==> src/rtl/alarm_cmp_pkg.sv <==
package alarm_cmp_pkg;
  localparam int NCH  = 4;
  localparam int CH_W = $clog2(NCH);

  // Byte offsets; the target window base is aligned to 4*NCH.
  localparam int OFS_TGT0  = 'h10;
  localparam int OFS_ARMED = 'h20;
  localparam int OFS_RAW   = 'h34;
  localparam int OFS_EN    = 'h38;
  localparam int OFS_FRC   = 'h3C;
  localparam int OFS_STAT  = 'h40;

  typedef enum logic [2:0] {
    SEL_NONE, SEL_TGT, SEL_ARMED, SEL_RAW, SEL_EN, SEL_FRC, SEL_STAT
  } rdSel_e;

  typedef struct packed {
    logic [NCH-1:0] tgtWr;
    logic [NCH-1:0] armClr;
    logic [NCH-1:0] rawClr;
    logic           enWr;
    logic           frcWr;
  } strobe_t;
endpackage

==> src/rtl/alarm_cmp_ctrl.sv <==
module alarm_cmp_ctrl
  import alarm_cmp_pkg::*;
#(
  parameter int ADDR_W = 8
) (
  input  logic [ADDR_W-1:0] regAddr,
  input  logic              regWe,
  input  logic [NCH-1:0]    wrLow,
  output strobe_t           strobe,
  output rdSel_e            rdSel,
  output logic [CH_W-1:0]   rdIdx
);
  localparam logic [ADDR_W-1:0] A_TGT0  = ADDR_W'(OFS_TGT0);
  localparam logic [ADDR_W-1:0] A_TGTE  = ADDR_W'(OFS_TGT0 + 4 * NCH);
  localparam logic [ADDR_W-1:0] A_ARMED = ADDR_W'(OFS_ARMED);
  localparam logic [ADDR_W-1:0] A_RAW   = ADDR_W'(OFS_RAW);
  localparam logic [ADDR_W-1:0] A_EN    = ADDR_W'(OFS_EN);
  localparam logic [ADDR_W-1:0] A_FRC   = ADDR_W'(OFS_FRC);
  localparam logic [ADDR_W-1:0] A_STAT  = ADDR_W'(OFS_STAT);

  logic inTgt;

  always_comb begin
    inTgt = (regAddr >= A_TGT0) && (regAddr < A_TGTE) && (regAddr[1:0] == 2'b00);
    rdIdx = regAddr[CH_W+1:2];

    if (inTgt)                   rdSel = SEL_TGT;
    else if (regAddr == A_ARMED) rdSel = SEL_ARMED;
    else if (regAddr == A_RAW)   rdSel = SEL_RAW;
    else if (regAddr == A_EN)    rdSel = SEL_EN;
    else if (regAddr == A_FRC)   rdSel = SEL_FRC;
    else if (regAddr == A_STAT)  rdSel = SEL_STAT;
    else                         rdSel = SEL_NONE;

    strobe        = '0;
    strobe.tgtWr  = (regWe && inTgt) ? (NCH'(1) << rdIdx) : '0;
    strobe.armClr = (regWe && rdSel == SEL_ARMED) ? wrLow : '0;
    strobe.rawClr = (regWe && rdSel == SEL_RAW) ? wrLow : '0;
    strobe.enWr   = regWe && (rdSel == SEL_EN);
    strobe.frcWr  = regWe && (rdSel == SEL_FRC);
  end
endmodule

==> src/rtl/alarm_cmp_dp.sv <==
module alarm_cmp_dp
  import alarm_cmp_pkg::*;
#(
  parameter int DATA_W = 32
) (
  input  logic              clk,
  input  logic              rstN,
  input  logic [DATA_W-1:0] timeLow,
  input  logic [DATA_W-1:0] regWdata,
  input  strobe_t           strobe,
  input  rdSel_e            rdSel,
  input  logic [CH_W-1:0]   rdIdx,
  output logic [DATA_W-1:0] rdata,
  output logic [NCH-1:0]    irq
);
  logic [DATA_W-1:0] targetQ [NCH];
  logic [NCH-1:0]    armedQ, rawQ, enQ, frcQ;
  logic [NCH-1:0]    match, fire, status;

  for (genvar g = 0; g < NCH; g++) begin : gCh
    assign match[g] = (targetQ[g] == timeLow);

    always_ff @(posedge clk or negedge rstN) begin
      if (!rstN)                targetQ[g] <= '0;
      else if (strobe.tgtWr[g]) targetQ[g] <= regWdata;
    end

    AST_FIRE_DISARMS: assert property (@(posedge clk) disable iff (!rstN)
      (armedQ[g] && match[g] && !strobe.tgtWr[g]) |=> !armedQ[g]);
    AST_IDLE_STAYS_CLEAR: assert property (@(posedge clk) disable iff (!rstN)
      (!armedQ[g] && !rawQ[g]) |=> !rawQ[g]);
    AST_ARM_ON_WRITE: assert property (@(posedge clk) disable iff (!rstN)
      strobe.tgtWr[g] |=> (armedQ[g] && targetQ[g] == $past(regWdata)));
    AST_CANCEL_SILENT: assert property (@(posedge clk) disable iff (!rstN)
      (strobe.armClr[g] && !match[g] && !strobe.tgtWr[g] && !rawQ[g]) |=> (!armedQ[g] && !rawQ[g]));
    AST_W1C_RAW: assert property (@(posedge clk) disable iff (!rstN)
      (strobe.rawClr[g] && !(armedQ[g] && match[g])) |=> !rawQ[g]);
    AST_FIRE_WINS: assert property (@(posedge clk) disable iff (!rstN)
      (armedQ[g] && match[g]) |=> rawQ[g]);
  end

  assign fire   = armedQ & match;
  assign status = (rawQ & enQ) | frcQ;
  assign irq    = status;

  always_ff @(posedge clk or negedge rstN) begin
    if (!rstN) begin
      armedQ <= '0;
      rawQ   <= '0;
      enQ    <= '0;
      frcQ   <= '0;
    end else begin
      // arm beats both fire and cancel; fire beats clear
      armedQ <= (armedQ & ~fire & ~strobe.armClr) | strobe.tgtWr;
      rawQ   <= (rawQ & ~strobe.rawClr) | fire;
      if (strobe.enWr)  enQ  <= regWdata[NCH-1:0];
      if (strobe.frcWr) frcQ <= regWdata[NCH-1:0];
    end
  end

  always_comb begin
    unique case (rdSel)
      SEL_TGT:   rdata = targetQ[rdIdx];
      SEL_ARMED: rdata = DATA_W'(armedQ);
      SEL_RAW:   rdata = DATA_W'(rawQ);
      SEL_EN:    rdata = DATA_W'(enQ);
      SEL_FRC:   rdata = DATA_W'(frcQ);
      SEL_STAT:  rdata = DATA_W'(status);
      default:   rdata = '0;
    endcase
  end
endmodule

==> src/rtl/alarm_irq_unit.sv <==
module alarm_irq_unit
  import alarm_cmp_pkg::*;
#(
  parameter int ADDR_W = 8,
  parameter int DATA_W = 32
) (
  input  logic              clk,
  input  logic              rstN,
  input  logic [DATA_W-1:0] timeLow,
  input  logic [ADDR_W-1:0] regAddr,
  input  logic              regWe,
  input  logic [DATA_W-1:0] regWdata,
  output logic [DATA_W-1:0] regRdata,
  output logic [NCH-1:0]    irq
);
  strobe_t         strobe;
  rdSel_e          rdSel;
  logic [CH_W-1:0] rdIdx;

  alarm_cmp_ctrl #(.ADDR_W(ADDR_W)) u_ctrl (
    .regAddr (regAddr),
    .regWe   (regWe),
    .wrLow   (regWdata[NCH-1:0]),
    .strobe  (strobe),
    .rdSel   (rdSel),
    .rdIdx   (rdIdx)
  );

  alarm_cmp_dp #(.DATA_W(DATA_W)) u_dp (
    .clk      (clk),
    .rstN     (rstN),
    .timeLow  (timeLow),
    .regWdata (regWdata),
    .strobe   (strobe),
    .rdSel    (rdSel),
    .rdIdx    (rdIdx),
    .rdata    (regRdata),
    .irq      (irq)
  );

  AST_IRQ_RESET_CLEAR: assert property (@(posedge clk) disable iff (!rstN)
    $rose(rstN) |-> (irq == '0));
endmodule

==> config.mk <==
export PLATFORM = sky130hd
export DESIGN_NAME = alarm_irq_unit
export DESIGN_NICKNAME = d
export VERILOG_FILES = /design/src/rtl/alarm_cmp_pkg.sv /design/src/rtl/alarm_cmp_ctrl.sv /design/src/rtl/alarm_cmp_dp.sv /design/src/rtl/alarm_irq_unit.sv
export SDC_FILE = /design/constraint.sdc
export NUM_CORES = 1
export LEC_CHECK = 0
export BUFFER_PORTS_ARGS = -buffer_cell sky130_fd_sc_hd__buf_2
export CAP_MARGIN = 15
export CORE_MARGIN = 2
export CORE_UTILIZATION = 65
export CTS_BUF_LIST = sky130_fd_sc_hd__clkbuf_2
export DETAILED_ROUTE_END_ITERATION = 8
export PLACE_DENSITY = 0.95
export SYNTH_ARGS = -nofsm -noshare
export SYNTH_HDL_FRONTEND = slang
export SYNTH_SLANG_ARGS = --single-unit
==> constraint.sdc <==
create_clock -name clk -period 4.6 [get_ports clk]
set_input_delay 0.46 -clock clk [delete_from_list [all_inputs] [get_ports clk]]
set_output_delay 0.46 -clock clk [all_outputs]
set_load 0.005 [all_outputs]
# Yosys cells after proc, flatten, opt, wreduce, memory -nomap -nowiden
# Cells that the tools add are included.
dict set report totals {
  reg_bits 144
  in_bits 75
}
dict set report op_classes {
  n_lt_le_gt_ge 3
  n_eq_ne 15
  n_shift 1
  n_mux 13
  bitwise_logic 12
  reduce_logical 8
}
# op n
set ops {}
lappend ops {{$pmux W32 S6} 1}
lappend ops {{$eq A32 B32 Y1} 4}
lappend ops {{$bmux W32 S2} 1}
lappend ops {{$mux W32} 2}
lappend ops {{$eq A8 B6 Y1 const B} 4}
lappend ops {{$and A4 B4 Y4} 5}
lappend ops {{$mux W3} 6}
lappend ops {{$mux W4} 3}
lappend ops {{$not A4 Y4} 3}
lappend ops {{$or A4 B4 Y4} 3}
lappend ops {{$eq A3 B3 Y1 const B} 3}
lappend ops {{$eq A8 B7 Y1 const B} 1}
lappend ops {{$ge A8 B5 Y1 const B} 1}
lappend ops {{$lt A8 B6 Y1 const B} 1}
lappend ops {{$logic_and A1 B1 Y1} 7}
lappend ops {{$eq A3 B2 Y1 const B} 2}
lappend ops {{$shl A1 B2 Y4 const A} 1}
lappend ops {{$eq A3 B1 Y1 const B} 1}
lappend ops {{$ge A3 B3 Y1 const B} 1}
lappend ops {{$not A2 Y3} 1}
lappend ops {{$logic_not A2 Y1} 1}

# Depth between registers and ports, before layout
dict set report logic_depth {
  word_depth 13
  ltp_mapped 7
}

# Cells and area by module
# Synthesis repeated with hierarchy kept, for this count alone.
dict set report hier_totals {
  cells_unflattened 632
  hier_area_um2 8227.9
}
# mod instances cells_each area_each_um2 seq_area_each_um2
set by_module_without_submodules {}
lappend by_module_without_submodules {alarm_cmp_dp 1 592 7956.4 3603.5}
lappend by_module_without_submodules {alarm_cmp_ctrl 1 40 271.5 0.0}

# Worst setup path before layout
# OpenSTA, ideal clock, no wires.
dict set report synth_timing {
  path_type {input -> output}
  startpoint {input port regAddr[2]}
  endpoint {output port regRdata[11]}
  t_arrival_ns 1.825
  t_required_ns 4.140
  slack_ns 2.315
  cell_stages 4
  n_path_buf 2
  cell_sequence {clkbuf_8 > clkbuf_1 > mux4_2 > and2_1}
}
dict set report synth_via {
  elab_chain_len 9
}
# item line_no
set synth_rtl {}
lappend synth_rtl {{start, declared} alarm_irq_unit.sv:10} ;# input logic [ADDR_W-1:0] regAddr,
lappend synth_rtl {{$eq A8 B7 Y1} alarm_cmp_ctrl.sv:32} ;# else if (regAddr == A_STAT) rdSel = SEL_STAT;
lappend synth_rtl {{$mux W3} alarm_cmp_ctrl.sv:32}
lappend synth_rtl {{$mux W3} alarm_cmp_ctrl.sv:31} ;# else if (regAddr == A_FRC) rdSel = SEL_FRC;
lappend synth_rtl {{$mux W3} alarm_cmp_ctrl.sv:30} ;# else if (regAddr == A_EN) rdSel = SEL_EN;
lappend synth_rtl {{$mux W3} alarm_cmp_ctrl.sv:29} ;# else if (regAddr == A_RAW) rdSel = SEL_RAW;
lappend synth_rtl {{$mux W3} alarm_cmp_ctrl.sv:28} ;# else if (regAddr == A_ARMED) rdSel = SEL_ARMED;
lappend synth_rtl {{$mux W3} alarm_cmp_ctrl.sv:27} ;# if (inTgt) rdSel = SEL_TGT;
lappend synth_rtl {{$eq A3 B3 Y1, or another cell as far along} alarm_cmp_dp.sv:62} ;# unique case (rdSel)
lappend synth_rtl {{$pmux W32 S6 *} alarm_cmp_dp.sv:62}
lappend synth_rtl {{end, declared} alarm_irq_unit.sv:13} ;# output logic [DATA_W-1:0] regRdata,
# Every way passes the cells marked *; elsewhere a longest branch is shown, timed or not. The select of a mux whose other input is x is not followed.

# Worst setup path in the final report
dict set report layout_timing {
  startpoint {input port regAddr[2]}
  endpoint {output port regRdata[18]}
}
# The elaborated chain is that of the path after synthesis.

==> flow_summary.yaml <==
detailed_routing:
  wl_per_cell_microns: 24.4
  drc_errors: 0
  wirelength_microns: 22200
  vias: 6030
  ant_nets: 0
  viasPerCell: 6.63
  drt_iter0_drc: 710
  drtPass1Iterations: 5
power:
  ir_drop_v: 0.000203
  power.leakage_nw: 4.29
  p_per_area_nw_per_um2: 275
  p_total_mw: 2.53
critical_path:
  cp_max_fo: 28
  cp.required_ns: 4.14
  critPathLaunchType: "input pin"
  critPathKind: "input pin to primary output"
  critPathLaunch: "regAddr[2]"
  reg2reg_slack_ns: 2.46
  crit-reg2reg-launch: "u_dp.targetQ[3]"
  worstPathArrival_ns: 2.48
  worstSetupEndpointType: "primary output"
  r2r_end: "u_dp.armedQ[3]"
  rr_worst_depth: 5
clock_tree:
  ctsHoldBuffers: 29
  ctsResizeCount: 0
  cts.sinks: 144
  cts_tree: "yes"
  numCtsBuffers: 17
  cts.path.max_buffers: 2
  htreeDepth: 4
  clk_latency_ns: 0.76
  clk_pin_slew_ns: 0.21
  cts_setup_buffers: 0
  clockRootBuffer: "clkbuf_2"
hold_path:
  hp-class: "input pin to flip-flop"
  hold_end: "u_dp.targetQ[66]"
  holdPathStages: 2
  hp-start: "regWdata[2]"
grt:
  grt_pass1_vias: 6124
  grt_use_total_pct: 34.9
  antenna_found_initial: 1
  grt_max_degree: 107
  overflow: 0
  grt_pass1_wl_microns: 34100
timing:
  relSlewSlack_pct: 28.8
  fmax_ghz: 0.340
  drv_slew: 0
  fin_crit_sh_pct: 64.0
  period_minus_slack_ns: 2.94
  setup_viol: 0
  fin_tns_setup_ns: 0
  rsz0062_at_grt: "no"
  fin_skew_ns: 0.0339
  tightest_slew_ns: 1.07
  hold_violations: 0
floorplan:
  die_y_microns: 115
  initial_core_util_pct: 66.9
  core_area_sq_um: 12000
  rows: 40
  die_w_microns: 115
  io_pins: 111
  dieArea_sq_um: 13300
place:
  place_congestion: 0.909
  port_buffers: 110
  dpl.hpwl_microns: 14600
yosys:
  ys_warn_count: 0
  syn-cell-area_sq_um: 8030
  ys_seq_area_share_pct: 44.9
  synth.avg_cell_area_sq_um: 13.2
  syn_inst: 610
  synth_cell_types: 33
  yosys_register_bits: 144
  syn-num-nets: 685
layout:
  n_fill_cell: 686
  regArea_sq_um: 3600
  nets: 824
  syn_to_final_growth_pct: 14.4
  multi_input_area_sq_um: 4260
  drive_above_1_share_pct: 43.0
flow_run:
  maxCapViolations: 0
status:
  status: "completed"
power breakdown:
group / switching, mW / internal [mW] / leakage [nW] / total [mW]
clock: 0.460 / 0.291 / 0.151 / 0.751
combinational: 0.198 / 0.190 / 2.15 / 0.388
sequential: 0.0627 / 1.33 / 1.99 / 1.39
total: 0.721 / 1.81 / 4.29 / 2.53
cell type report:
class	count	area share, %
well taps	147	2.00
clock buffers	17	0.926
repair buffers	146	9.79
flip-flops and latches	144	39.2
diodes	1	0.0272
multi-input cells	440	46.4
clock inverters	15	1.63
cell families after synthesis:
group                  share of synthesized area, %
AND/OR/NAND/NOR                                8.23
buffers and inverters                          2.07
flip-flops                                     44.9
AO/OA/AOI/OAI                                  2.40
multiplexers                                   28.5
XOR/XNOR                                       14.0
worst max-delay path: stages:
cell    delay, ns
buf_2        0.69
buf_4        0.43
mux4_2       0.55
and2_1       0.18
buf_2        0.13
stage by stage:
step	hold WS (ns)	setup WS [ns]	cells	cell area [sq um]	util [%]
after CTS	0.0326	1.65	909	9190	76.5
after global placement	0.509	1.58	848	8660	72.1
after detailed placement	0.517	1.53	848	8660	72.1
after floorplan	0.164	2.31	610	8030	-
after global routing	0.0159	1.50	910	9190	76.5
final	0.0456	1.66	910	9190	76.5
synth_stat cells (all sizes together):
library cell | number | area, sq um
or3 | 1 | 6.26
nor2 | 10 | 42.5
a21oi | 4 | 20.0
buf | 13 | 106
nand3 | 6 | 30.0
and2 | 28 | 175
a21o | 4 | 30.0
dfrtp | 144 | 3600
or2 | 2 | 12.5
clkbuf | 13 | 60.1
xor2 | 32 | 280
nor2b | 4 | 25.0
nor4 | 15 | 100
a22oi | 7 | 52.6
a31o | 3 | 26.3
mux2 | 139 | 1570
mux4 | 32 | 721
nand2 | 17 | 63.8
and4 | 1 | 10.0
o21ai | 5 | 25.0
nand4 | 27 | 169
a32o | 3 | 30.0
a22o | 1 | 8.76
xnor2 | 96 | 841
nor3 | 3 | 26.3
worst max-delay path by stage:
stage	slack [ns]	to
final	1.66	regRdata[18]
after global routing	1.50	regRdata[0]
after CTS	1.65	regRdata[22]
after detailed placement	1.53	u_dp.targetQ[89]
after global placement	1.58	u_dp.targetQ[79]
after floorplan	2.31	regRdata[11]
metal layers:
metal | track usage [%] | wire, microns | vias to the layer above | share of wire, %
met1 | 45.6 | 8220 | 3013 | 37
met5 | 0 | 0 | - | 0
met4 | 16.8 | 1000 | 0 | 4.5
met2 | 56.0 | 10900 | 426 | 49
li1 | - | - | 2498 | -
met3 | 7.70 | 2060 | 93 | 9.3
sequential cells by signal, summed over array words and instances (netlist names):
register / flops
u_dp.rawQ: 4
u_dp.armedQ: 4
u_dp.enQ: 4
u_dp.targetQ: 128
u_dp.frcQ: 4
layout by cell type (no fill, tap or decap), drive strengths merged:
cell	synthesis	layout
nor4	15	15
and2	28	28
nand3	6	6
clkinvlp	0	1
dfrtp	144	144
bufinv	0	3
diode	0	1
dlygate4sd3	0	29
a21oi	4	4
a21o	4	4
a32o	3	3
nand2	17	17
and4	1	1
o21ai	5	5
xnor2	96	96
clkbuf	13	17
nor2b	4	4
clkinv	0	11
xor2	32	32
mux2	139	139
mux4	32	32
nand4	27	27
buf	13	117
or2	2	2
or3	1	1
a31o	3	3
nor3	3	3
a22o	1	1
nor2	10	10
a22oi	7	7
Note: power is estimated with default switching activity, not from simulation.
